File: config.mk
export PLATFORM = sky130hd
export DESIGN_NAME = smm_addr_router
export DESIGN_NICKNAME = d
export VERILOG_FILES = /design/src/rtl/smm_route_pkg.sv /design/src/rtl/smm_range_match.sv /design/src/rtl/smm_shadow_lookup.sv /design/src/rtl/smm_route_select.sv /design/src/rtl/smm_addr_router.sv
export SDC_FILE = /design/constraint.sdc
export NUM_CORES = 1
export LEC_CHECK = 0
export BUFFER_PORTS_ARGS = -buffer_cell sky130_fd_sc_hd__buf_2
export CAP_MARGIN = 25
export CORE_ASPECT_RATIO = 1.4
export CORE_MARGIN = 1
export CORE_UTILIZATION = 30
export CTS_BUF_LIST = sky130_fd_sc_hd__clkbuf_8
export CTS_CLUSTER_SIZE = 40
export DETAILED_ROUTE_END_ITERATION = 16
export HOLD_SLACK_MARGIN = 0.03
export PLACE_DENSITY = 0.5
export SYNTH_ARGS = -nofsm -noshare
export SYNTH_HDL_FRONTEND = slang
export SYNTH_SLANG_ARGS = --single-unit
File: constraint.sdc
create_clock -name clk -period 1.2 [get_ports clk]
set_input_delay 0.24 -clock clk [delete_from_list [all_inputs] [get_ports clk]]
set_output_delay 0.24 -clock clk [all_outputs]
set_load 0.005 [all_outputs]
File: src/rtl/smm_route_pkg.sv
package smm_route_pkg;

  localparam int unsigned ADDR_W = 32;

  typedef logic [ADDR_W-1:0] addr_t;

  // fixed legacy and high windows
  localparam addr_t COMPAT_LO   = 32'h000A_0000;
  localparam addr_t COMPAT_HI   = 32'h000B_FFFF;
  localparam addr_t HIGH_LO     = 32'hFEDA_0000;
  localparam addr_t HIGH_HI     = 32'hFEDB_FFFF;
  localparam addr_t SHADOW_BASE = 32'h000C_0000;

  // which rule claimed a request, highest priority first
  typedef enum logic [2:0] {
    SRC_IO,
    SRC_HIGH,
    SRC_TSEG,
    SRC_COMPAT,
    SRC_SHADOW,
    SRC_DEFAULT
  } src_e;

  typedef struct packed {
    logic  to_hub;
    addr_t addr;
  } route_t;

  // window access grant from mode and control bits
  function automatic logic smm_grant(input logic en, input logic smm,
                                     input logic open, input logic close,
                                     input logic code);
    return en && (open || (smm && (code || !close)));
  endfunction

endpackage

File: src/rtl/smm_range_match.sv
module smm_range_match
  import smm_route_pkg::*;
(
  input  logic  active,
  input  addr_t lo,
  input  addr_t hi,
  input  addr_t addr,
  output logic  hit
);

  // inclusive bounds on both ends
  always_comb begin
    hit = active && (addr >= lo) && (addr <= hi);
  end

endmodule

File: src/rtl/smm_shadow_lookup.sv
module smm_shadow_lookup
  import smm_route_pkg::*;
#(
  parameter int unsigned NUM_SEG  = 16,
  parameter int unsigned SEG_BITS = 14
) (
  input  addr_t                  addr,
  input  logic                   is_write,
  input  logic [2*NUM_SEG-1:0]   attr,
  output logic                   hit,
  output logic                   to_dram
);

  localparam int unsigned TAG_W = ADDR_W - SEG_BITS;
  localparam logic [TAG_W-1:0] BASE_TAG = SHADOW_BASE[ADDR_W-1:SEG_BITS];

  logic [TAG_W-1:0]   tag;
  logic [NUM_SEG-1:0] seg_hit;
  logic [NUM_SEG-1:0] seg_dram;

  assign tag = addr[ADDR_W-1:SEG_BITS];

  for (genvar i = 0; i < NUM_SEG; i++) begin : g_seg
    localparam logic [TAG_W-1:0] SEG_TAG = BASE_TAG + TAG_W'(i);
    // even bit steers reads, odd bit steers writes
    assign seg_hit[i]  = (tag == SEG_TAG);
    assign seg_dram[i] = is_write ? attr[2*i+1] : attr[2*i];
  end

  always_comb begin
    hit     = |seg_hit;
    to_dram = |(seg_hit & seg_dram);
  end

endmodule

File: src/rtl/smm_route_select.sv
module smm_route_select
  import smm_route_pkg::*;
(
  input  addr_t  addr,
  input  logic   is_code,
  input  logic   is_io,
  input  logic   smm_mode,
  input  logic   smm_open,
  input  logic   smm_close,
  input  logic   compat_en,
  input  logic   high_en,
  input  logic   tseg_en,
  input  logic   compat_hit,
  input  logic   high_hit,
  input  logic   tseg_hit,
  input  logic   shadow_hit,
  input  logic   shadow_dram,
  input  addr_t  tom,
  output route_t decision
);

  src_e  src;
  logic  grant_c;
  logic  grant_h;
  logic  grant_t;
  addr_t remapped;

  always_comb begin
    grant_c  = smm_grant(compat_en, smm_mode, smm_open, smm_close, is_code);
    grant_h  = smm_grant(high_en,   smm_mode, smm_open, smm_close, is_code);
    grant_t  = smm_grant(tseg_en,   smm_mode, smm_open, smm_close, is_code);
    remapped = addr - HIGH_LO + COMPAT_LO;
  end

  // priority: io, high, tseg, compat, shadow, default
  always_comb begin
    if (is_io)                      src = SRC_IO;
    else if (high_hit && high_en)   src = SRC_HIGH;
    else if (tseg_hit && tseg_en)   src = SRC_TSEG;
    else if (compat_hit && compat_en) src = SRC_COMPAT;
    else if (shadow_hit)            src = SRC_SHADOW;
    else                            src = SRC_DEFAULT;
  end

  always_comb begin
    decision.addr   = addr;
    decision.to_hub = 1'b1;
    case (src)
      SRC_IO: begin
        decision.to_hub = 1'b1;
      end
      SRC_HIGH: begin
        decision.to_hub = !grant_h;
        if (grant_h) decision.addr = remapped;
      end
      SRC_TSEG: begin
        decision.to_hub = !grant_t;
      end
      SRC_COMPAT: begin
        decision.to_hub = !grant_c;
      end
      SRC_SHADOW: begin
        decision.to_hub = !shadow_dram;
      end
      default: begin
        decision.to_hub = (addr >= tom);
      end
    endcase
  end

endmodule

File: src/rtl/smm_addr_router.sv
module smm_addr_router
  import smm_route_pkg::*;
#(
  parameter int unsigned SHADOW_SEGS     = 16,
  parameter int unsigned SHADOW_SEG_BITS = 14
) (
  input  logic                       clk,
  input  logic                       rst_n,
  input  logic                       req_valid,
  input  logic [31:0]                req_addr,
  input  logic                       req_write,
  input  logic                       req_code,
  input  logic                       req_io,
  input  logic                       smm_mode,
  input  logic [31:0]                tom,
  input  logic [31:0]                tseg_size,
  input  logic                       compat_en,
  input  logic                       high_en,
  input  logic                       tseg_en,
  input  logic                       smm_open,
  input  logic                       smm_close,
  input  logic [2*SHADOW_SEGS-1:0]   shadow_cfg,
  output logic                       rsp_valid,
  output logic                       rsp_hub,
  output logic [31:0]                rsp_addr,
  output logic                       cfg_err
);

  localparam int unsigned RST_STAGES = 2;

  // reset: asynchronous assert, synchronous release
  logic [RST_STAGES-1:0] rst_pipe;
  logic                  rst_int_n;

  always_ff @(posedge clk or negedge rst_n) begin
    if (!rst_n) rst_pipe <= '0;
    else        rst_pipe <= {rst_pipe[RST_STAGES-2:0], 1'b1};
  end
  assign rst_int_n = rst_pipe[RST_STAGES-1];

  // segment below top of memory, saturated at zero
  addr_t tseg_lo;
  addr_t tseg_hi;
  logic  tseg_active;

  always_comb begin
    tseg_lo     = (tseg_size > tom) ? '0 : (tom - tseg_size);
    tseg_hi     = tom - addr_t'(1);
    tseg_active = (tseg_size != '0) && (tom != '0);
  end

  logic compat_hit;
  logic high_hit;
  logic tseg_hit;
  logic shadow_hit;
  logic shadow_dram;

  smm_range_match i_compat_match (
    .active (1'b1),
    .lo     (COMPAT_LO),
    .hi     (COMPAT_HI),
    .addr   (req_addr),
    .hit    (compat_hit)
  );

  smm_range_match i_high_match (
    .active (1'b1),
    .lo     (HIGH_LO),
    .hi     (HIGH_HI),
    .addr   (req_addr),
    .hit    (high_hit)
  );

  smm_range_match i_tseg_match (
    .active (tseg_active),
    .lo     (tseg_lo),
    .hi     (tseg_hi),
    .addr   (req_addr),
    .hit    (tseg_hit)
  );

  smm_shadow_lookup #(
    .NUM_SEG  (SHADOW_SEGS),
    .SEG_BITS (SHADOW_SEG_BITS)
  ) i_shadow (
    .addr     (req_addr),
    .is_write (req_write),
    .attr     (shadow_cfg),
    .hit      (shadow_hit),
    .to_dram  (shadow_dram)
  );

  route_t decision;

  smm_route_select i_select (
    .addr        (req_addr),
    .is_code     (req_code),
    .is_io       (req_io),
    .smm_mode    (smm_mode),
    .smm_open    (smm_open),
    .smm_close   (smm_close),
    .compat_en   (compat_en),
    .high_en     (high_en),
    .tseg_en     (tseg_en),
    .compat_hit  (compat_hit),
    .high_hit    (high_hit),
    .tseg_hit    (tseg_hit),
    .shadow_hit  (shadow_hit),
    .shadow_dram (shadow_dram),
    .tom         (tom),
    .decision    (decision)
  );

  // output state: next-state logic then registers
  route_t route_q, route_d;
  logic   valid_q, valid_d;
  logic   err_q,   err_d;
  logic   route_en;

  always_comb begin
    route_en = req_valid;
    valid_d  = req_valid;
    err_d    = smm_open && smm_close;
    route_d  = route_q;
    if (route_en) route_d = decision;
  end

  always_ff @(posedge clk or negedge rst_int_n) begin
    if (!rst_int_n) begin
      route_q <= '0;
      valid_q <= 1'b0;
      err_q   <= 1'b0;
    end else begin
      route_q <= route_d;
      valid_q <= valid_d;
      err_q   <= err_d;
    end
  end

  assign rsp_valid = valid_q;
  assign rsp_hub   = route_q.to_hub;
  assign rsp_addr  = route_q.addr;
  assign cfg_err   = err_q;

endmodule

* Word level (Yosys, flattened, before mapping)
Cells that the tools add are included.
Cells by class: add/sub/neg operators 4, $lt $le $gt $ge 8, equality and inequality tests 20, muxes and demuxes 25, bitwise logic cells 1, reductions and logical operators 25
Operator list (count):
- 18-bit by 6-bit equality test with 1-bit output, second input constant | 16
- 32-bit two-way mux | 3
- 32-bit >= comparator | 2
- 32-bit nonzero test | 2
- 32-bit by 20-bit adder with 32-bit output, second input constant | 1
- 32-bit by 20-bit >= comparator with 1-bit output, second input constant | 1
- 32-bit >= comparator, second input constant | 1
- 32-bit greater-than comparator | 1
- 32-bit by 20-bit <= comparator with 1-bit output, second input constant | 1
- 32-bit <= comparator | 1
- 32-bit <= comparator, second input constant | 1
- 16-bit OR reduction | 2
- 32-bit by 1-bit subtractor with 32-bit output, second input constant | 1
- 32-bit subtractor | 1
- 32-bit subtractor, second input constant | 1
- 1-bit two-way mux | 17
- 16-bit AND | 1
- 1-bit logical AND | 13
- 3-bit two-way mux | 4
- 3-bit by 2-bit equality test with 1-bit output, second input constant | 2
- 1-bit zero test | 5
- 1-bit one-hot mux with 5 select lines | 1
- 3-bit by 1-bit equality test with 1-bit output, second input constant | 1
- 3-bit equality test, second input constant | 1
- other kinds (2) | 3
Word-level totals: flip-flop bits (word level) 37, bits of input ports 140, output and inout bits 35, logic and storage cells 88

* Depth between registers and ports, before layout
word-level depth 11, depth in mapped cells 22, mapped depth without buffers 21

* Cells and area by module
From an unflattened synthesis, not the netlist that was laid out.
Unflattened totals: cells, all modules 1367, area, all modules 10418.7 um^2
By module, submodules not included:
- smm_range_match | times used 3, cells each 223, area each 1604.0 um^2, seq. area each 0.0 um^2
- smm_addr_router | times used 1, cells each 490, area each 4008.8 um^2, seq. area each 925.9 um^2
- smm_route_select | times used 1, cells each 173, area each 1253.7 um^2, seq. area each 0.0 um^2
- smm_shadow_lookup | times used 1, cells each 35, area each 344.1 um^2, seq. area each 0.0 um^2

* Worst setup path after synthesis
Ideal clock, no wire load.
kind input to register, start in tom[0], end reg route_q, in the netlist rsp_hub, library setup time 0.126 ns, data arrival time 4.127 ns, data required time 1.074 ns, slack -3.053 ns, stages on the path 21, buffers on the path 1, path through inv_1 > ha_1 > inv_1 > fa_1 > a211oi_1 > o211ai_1 > nand4_1 > a211oi_1 > o41ai_2 > o21ai_2 > a311o_1 > buf_6 > nand2_1 > ha_1 > a21o_1 > a21o_1 > a211oi_1 > o221ai_1 > o21ai_0 > o21ai_0 > a221o_1
On the way: longest elaborated chain between the ends 11, elaborated cells on any way between the ends 21, classes of those cells 2 x add/sub; 4 x order compare; 4 x eq/ne; 5 x mux; 6 x reduce/logical
RTL lines:
- start: declaration | line smm_addr_router.sv:15 | input logic [31:0] tom,
- 32-bit subtractor or 32-bit greater-than comparator (tied branches) | line smm_addr_router.sv:47 | tseg_lo = (tseg_size > tom) ? '0 : (tom - tseg_size);
- 32-bit two-way mux | line smm_addr_router.sv:47
- 32-bit >= comparator | line smm_range_match.sv:13 | hit = active && (addr >= lo) && (addr <= hi);
- 1-bit logical AND (2 in a row) | line smm_range_match.sv:13
- 1-bit logical AND | line smm_route_select.sv:39 | else if (tseg_hit && tseg_en) src = SRC_TSEG;
- 3-bit two-way mux | line smm_route_select.sv:39
- 3-bit two-way mux | line smm_route_select.sv:38 | else if (high_hit && high_en) src = SRC_HIGH;
- 3-bit two-way mux | line smm_route_select.sv:37 | if (is_io) src = SRC_IO;
- 3-bit equality test, or another cell as far along | line smm_route_select.sv:48 | case (src)
- 1-bit one-hot mux with 5 select lines * | line smm_route_select.sv:48
- end signal: assignment | line smm_addr_router.sv:134 | route_q <= route_d;
- end: declaration | line smm_addr_router.sv:115 | route_t route_q, route_d;
Mark *: on every way between the ends. The rest lies on a longest branch, timed or not. A chain may end at the register's enable or synchronous reset.

* Worst setup path in the final report
Ends and elaborated chain as after synthesis.

==> impl_metrics.toml <==
[cts]
clk_pin_slew_ns = 0.07
cts_root_buffer = "clkbuf_8"
cts.sinks = 37
clockBufferDepth = 2
htreeDepth = 2
cts_tree = "built"
cts_buffers = 5
clk_latency_ns = 0.30

[sta]
max_slew_margin_pct = 68.1
rsz0062_at_grt = "yes"
hold_ws_ns = 0.179
period_share_pct = 341
period_minus_slack_ns = 4.09
drv_slew = 0
setup_violations = 13
max_clock_freq_ghz = 0.244
layout_setup_ws_ns = -2.89
final_hold_viol_count = 0
tightest_slew_ns = 0.467
clock_skew_ns = 0.00690

[worst_setup_path]
worstPathRequired_ns = 1.39
crit_type = "input pin to flop"
startpoint_type = "input pin"
end_kind = "flop"
arrival_ns = 4.28
crit_fanout = 8

[layout]
instances_no_fill = 1559
area_delta_synth_final_pct = 58.3
fillers = 2194
drive_gt1_share_pct = 43.3
layout_common_cells = "buf_4, buf_2, ha_1, inv_1, a21oi_1"
diodes = 0
layout_commonest_cell = "buf_4"
nets = 1534
fin_util_pct = 48.2

[grt]
antenna_found_initial = 0
grt_usage_pct = 21.1
grt_pass1_vias = 7831
grt_overflow = 0
grt_pass1_wl_microns = 37700
grt_max_degree = 36

[synthesis]
yosysSeqAreaShare_pct = 14.0
ys_top_cells_by_area = "ha_1, dfrtp_1, xnor2_1"
postSynthAreaPerCell_sq_um = 8.14
synth-edff-count = 0
synth_warnings = 0
synth.distinct_cells = 67
yosys.area.top_type_share_pct = 24.9
async_reset_ff_share_pct = 100
synth_area_sq_mm = 0.00663
syn_nets = 1088
synth-seq-cells = 37
syn_inst = 815
synth_flop_cell = "dfrtp_1"
yosysTopAreaCell = "ha_1"

[placed_design]
post-place-ws_ns = -3.27
io_buffers = 174
dp_hpwl_microns = 21000
dp_cells = 1538
gp_congestion = 0.874

[outcome]
outcome = "complete, but fails checks"
failed_checks = "negative setup slack"

[power_and_ir_drop]
comb_power_share_pct = 62.0
power_switching_uw = 2500
power_density_mw_per_mm2 = 633
switching_share_pct = 37.6
p_int_uw = 4150
clkPwrFrac_pct = 16.6
p_leak_uw = 0.00529
seqPwrFrac_pct = 21.4
peakVddDrop_mv = 0.404

[floorplan]
rows = 64
core_area_sq_mm = 0.0218
die-width_microns = 128
ios = 175
die_h_microns = 178
start_util_pct = 30.5
die-area_sq_mm = 0.0227

[routing]
firstDrtPassIters = 5
routed_wl_microns = 23500
ant_nets = 0
drcViolationCount = 0
viasPerCell = 4.93
wl_per_cell_microns = 15.1
num_vias = 7682
first_iter_violations = 292

[flow_run]
maxCapViolCount = 0

[hold_path]
hold_path_class = "input pin to flop"
repair_timing:
action | in CTS | in global routing
resized for setup | 37 | 34
hold buffers | 1 | 0
setup buffers | 9 | 3
setup endpoints to repair | 13 | 13
pin swaps | 33 | 13
endpoints found under the hold margin | 2 | 0
synthesized netlist by cell type, types with 10 or more instances:
cell        n
ha_1      132
o21a_1     11
nand2_1    55
nand4_1    30
clkbuf_1   11
dfrtp_1    37
nand3_1    15
xnor2_1    43
o21ai_0    41
nor2_1     42
nand2b_1   10
nor3_1     15
a211oi_1   11
nor2b_1    12
a21oi_1    64
a21o_1     31
mux2_2     22
nor4_1     25
inv_1      78
per-stage QoR:
step	area, sq um	total power [uW]	setup TNS (ns)
floorplan	6790	3480	-9.35
global placement	10000	5350	-15.28
detailed placement	10000	5390	-15.39
CTS	10400	6660	-8.83
global route	10500	7240	-8.78
finish	10500	6650	-8.25
metal layers:
| layer | track usage [%] | vias to the layer above | wire length (microns) | share of wire (%) |
|---|---|---|---|---|
| met3 | 1.09 | 25 | 695 | 3.0 |
| met4 | 7.89 | 0 | 581 | 2.5 |
| met5 | 0 | - | 0 | 0 |
| met2 | 40.8 | 148 | 12300 | 52 |
| li1 | - | 3945 | - | - |
| met1 | 24.1 | 3564 | 9930 | 42 |
registers in the layout, summed over array words and instances (netlist names):
name / count
cfg_err: 1
rsp_addr: 32
rsp_hub: 1
rsp_valid: 1
rst_pipe: 2
path summary, 6_finish.rpt:
check | startpoint | to | slack [ns] | depth (start not counted)
setup / recovery | tom[0] | rsp_hub | -2.89 | 25
hold / removal | smm_close | cfg_err | 0.18 | 2
setup reg to reg | rsp_hub | rsp_hub | 0.36 | 1
hold reg to reg | rst_pipe[1] | rsp_addr[26] | 0.23 | 1
max in group asynchronous | rst_pipe[1] | rsp_addr[5] | 0.77 | 1
min in group asynchronous | rst_pipe[1] | rsp_addr[26] | 0.23 | 1
critical path, stage by stage:
cell	delay, ns
buf_6	0.10
inv_4	0.05
ha_4	0.13
inv_2	0.04
fa_2	0.36
a211oi_2	0.23
o211ai_1	0.15
nand4_1	0.11
buf_4	0.14
a211oi_4	0.08
o41ai_4	0.28
o21ai_2	0.10
a311o_1	0.36
buf_12	0.15
buf_8	0.13
nor2b_4	0.12
ha_1	0.25
nand2b_1	0.09
a21oi_1	0.06
o21ai_1	0.21
a22oi_2	0.10
a211oi_2	0.22
o21ai_2	0.10
o211a_1	0.21
a221o_1	0.25
kinds of logic after synthesis:
family / synth area share [%]
other: 0.0565
adders and majority gates: 25.2
and+or+nand+nor: 19.4
buffers and inverters: 5.79
xor gates and xnor gates: 6.73
AOI/OAI and AO/OA: 22.3
DFF: 14.0
muxes: 6.53
area by class of cell:
class / count / area [sq um] / share of cell area, %
inverters: 78 / 308 / 2.93
well taps: 297 / 372 / 3.54
repair buffers: 457 / 3170 / 30.2
clock buffers: 5 / 68.8 / 0.655
multi-input cells: 682 / 5610 / 53.5
clock inverters: 3 / 46.3 / 0.441
flip-flops and latches: 37 / 926 / 8.82
power by group through the flow:
stage	Clock (uW)	Sequential [uW]	Combinational (uW)
after floorplan	0	1470	2010
after global routing	1200	1440	4600
final	1100	1430	4120
after detailed placement	0	1450	3940
after global placement	0	1450	3900
after CTS	1130	1430	4100
(Power assumes the default switching activity.)
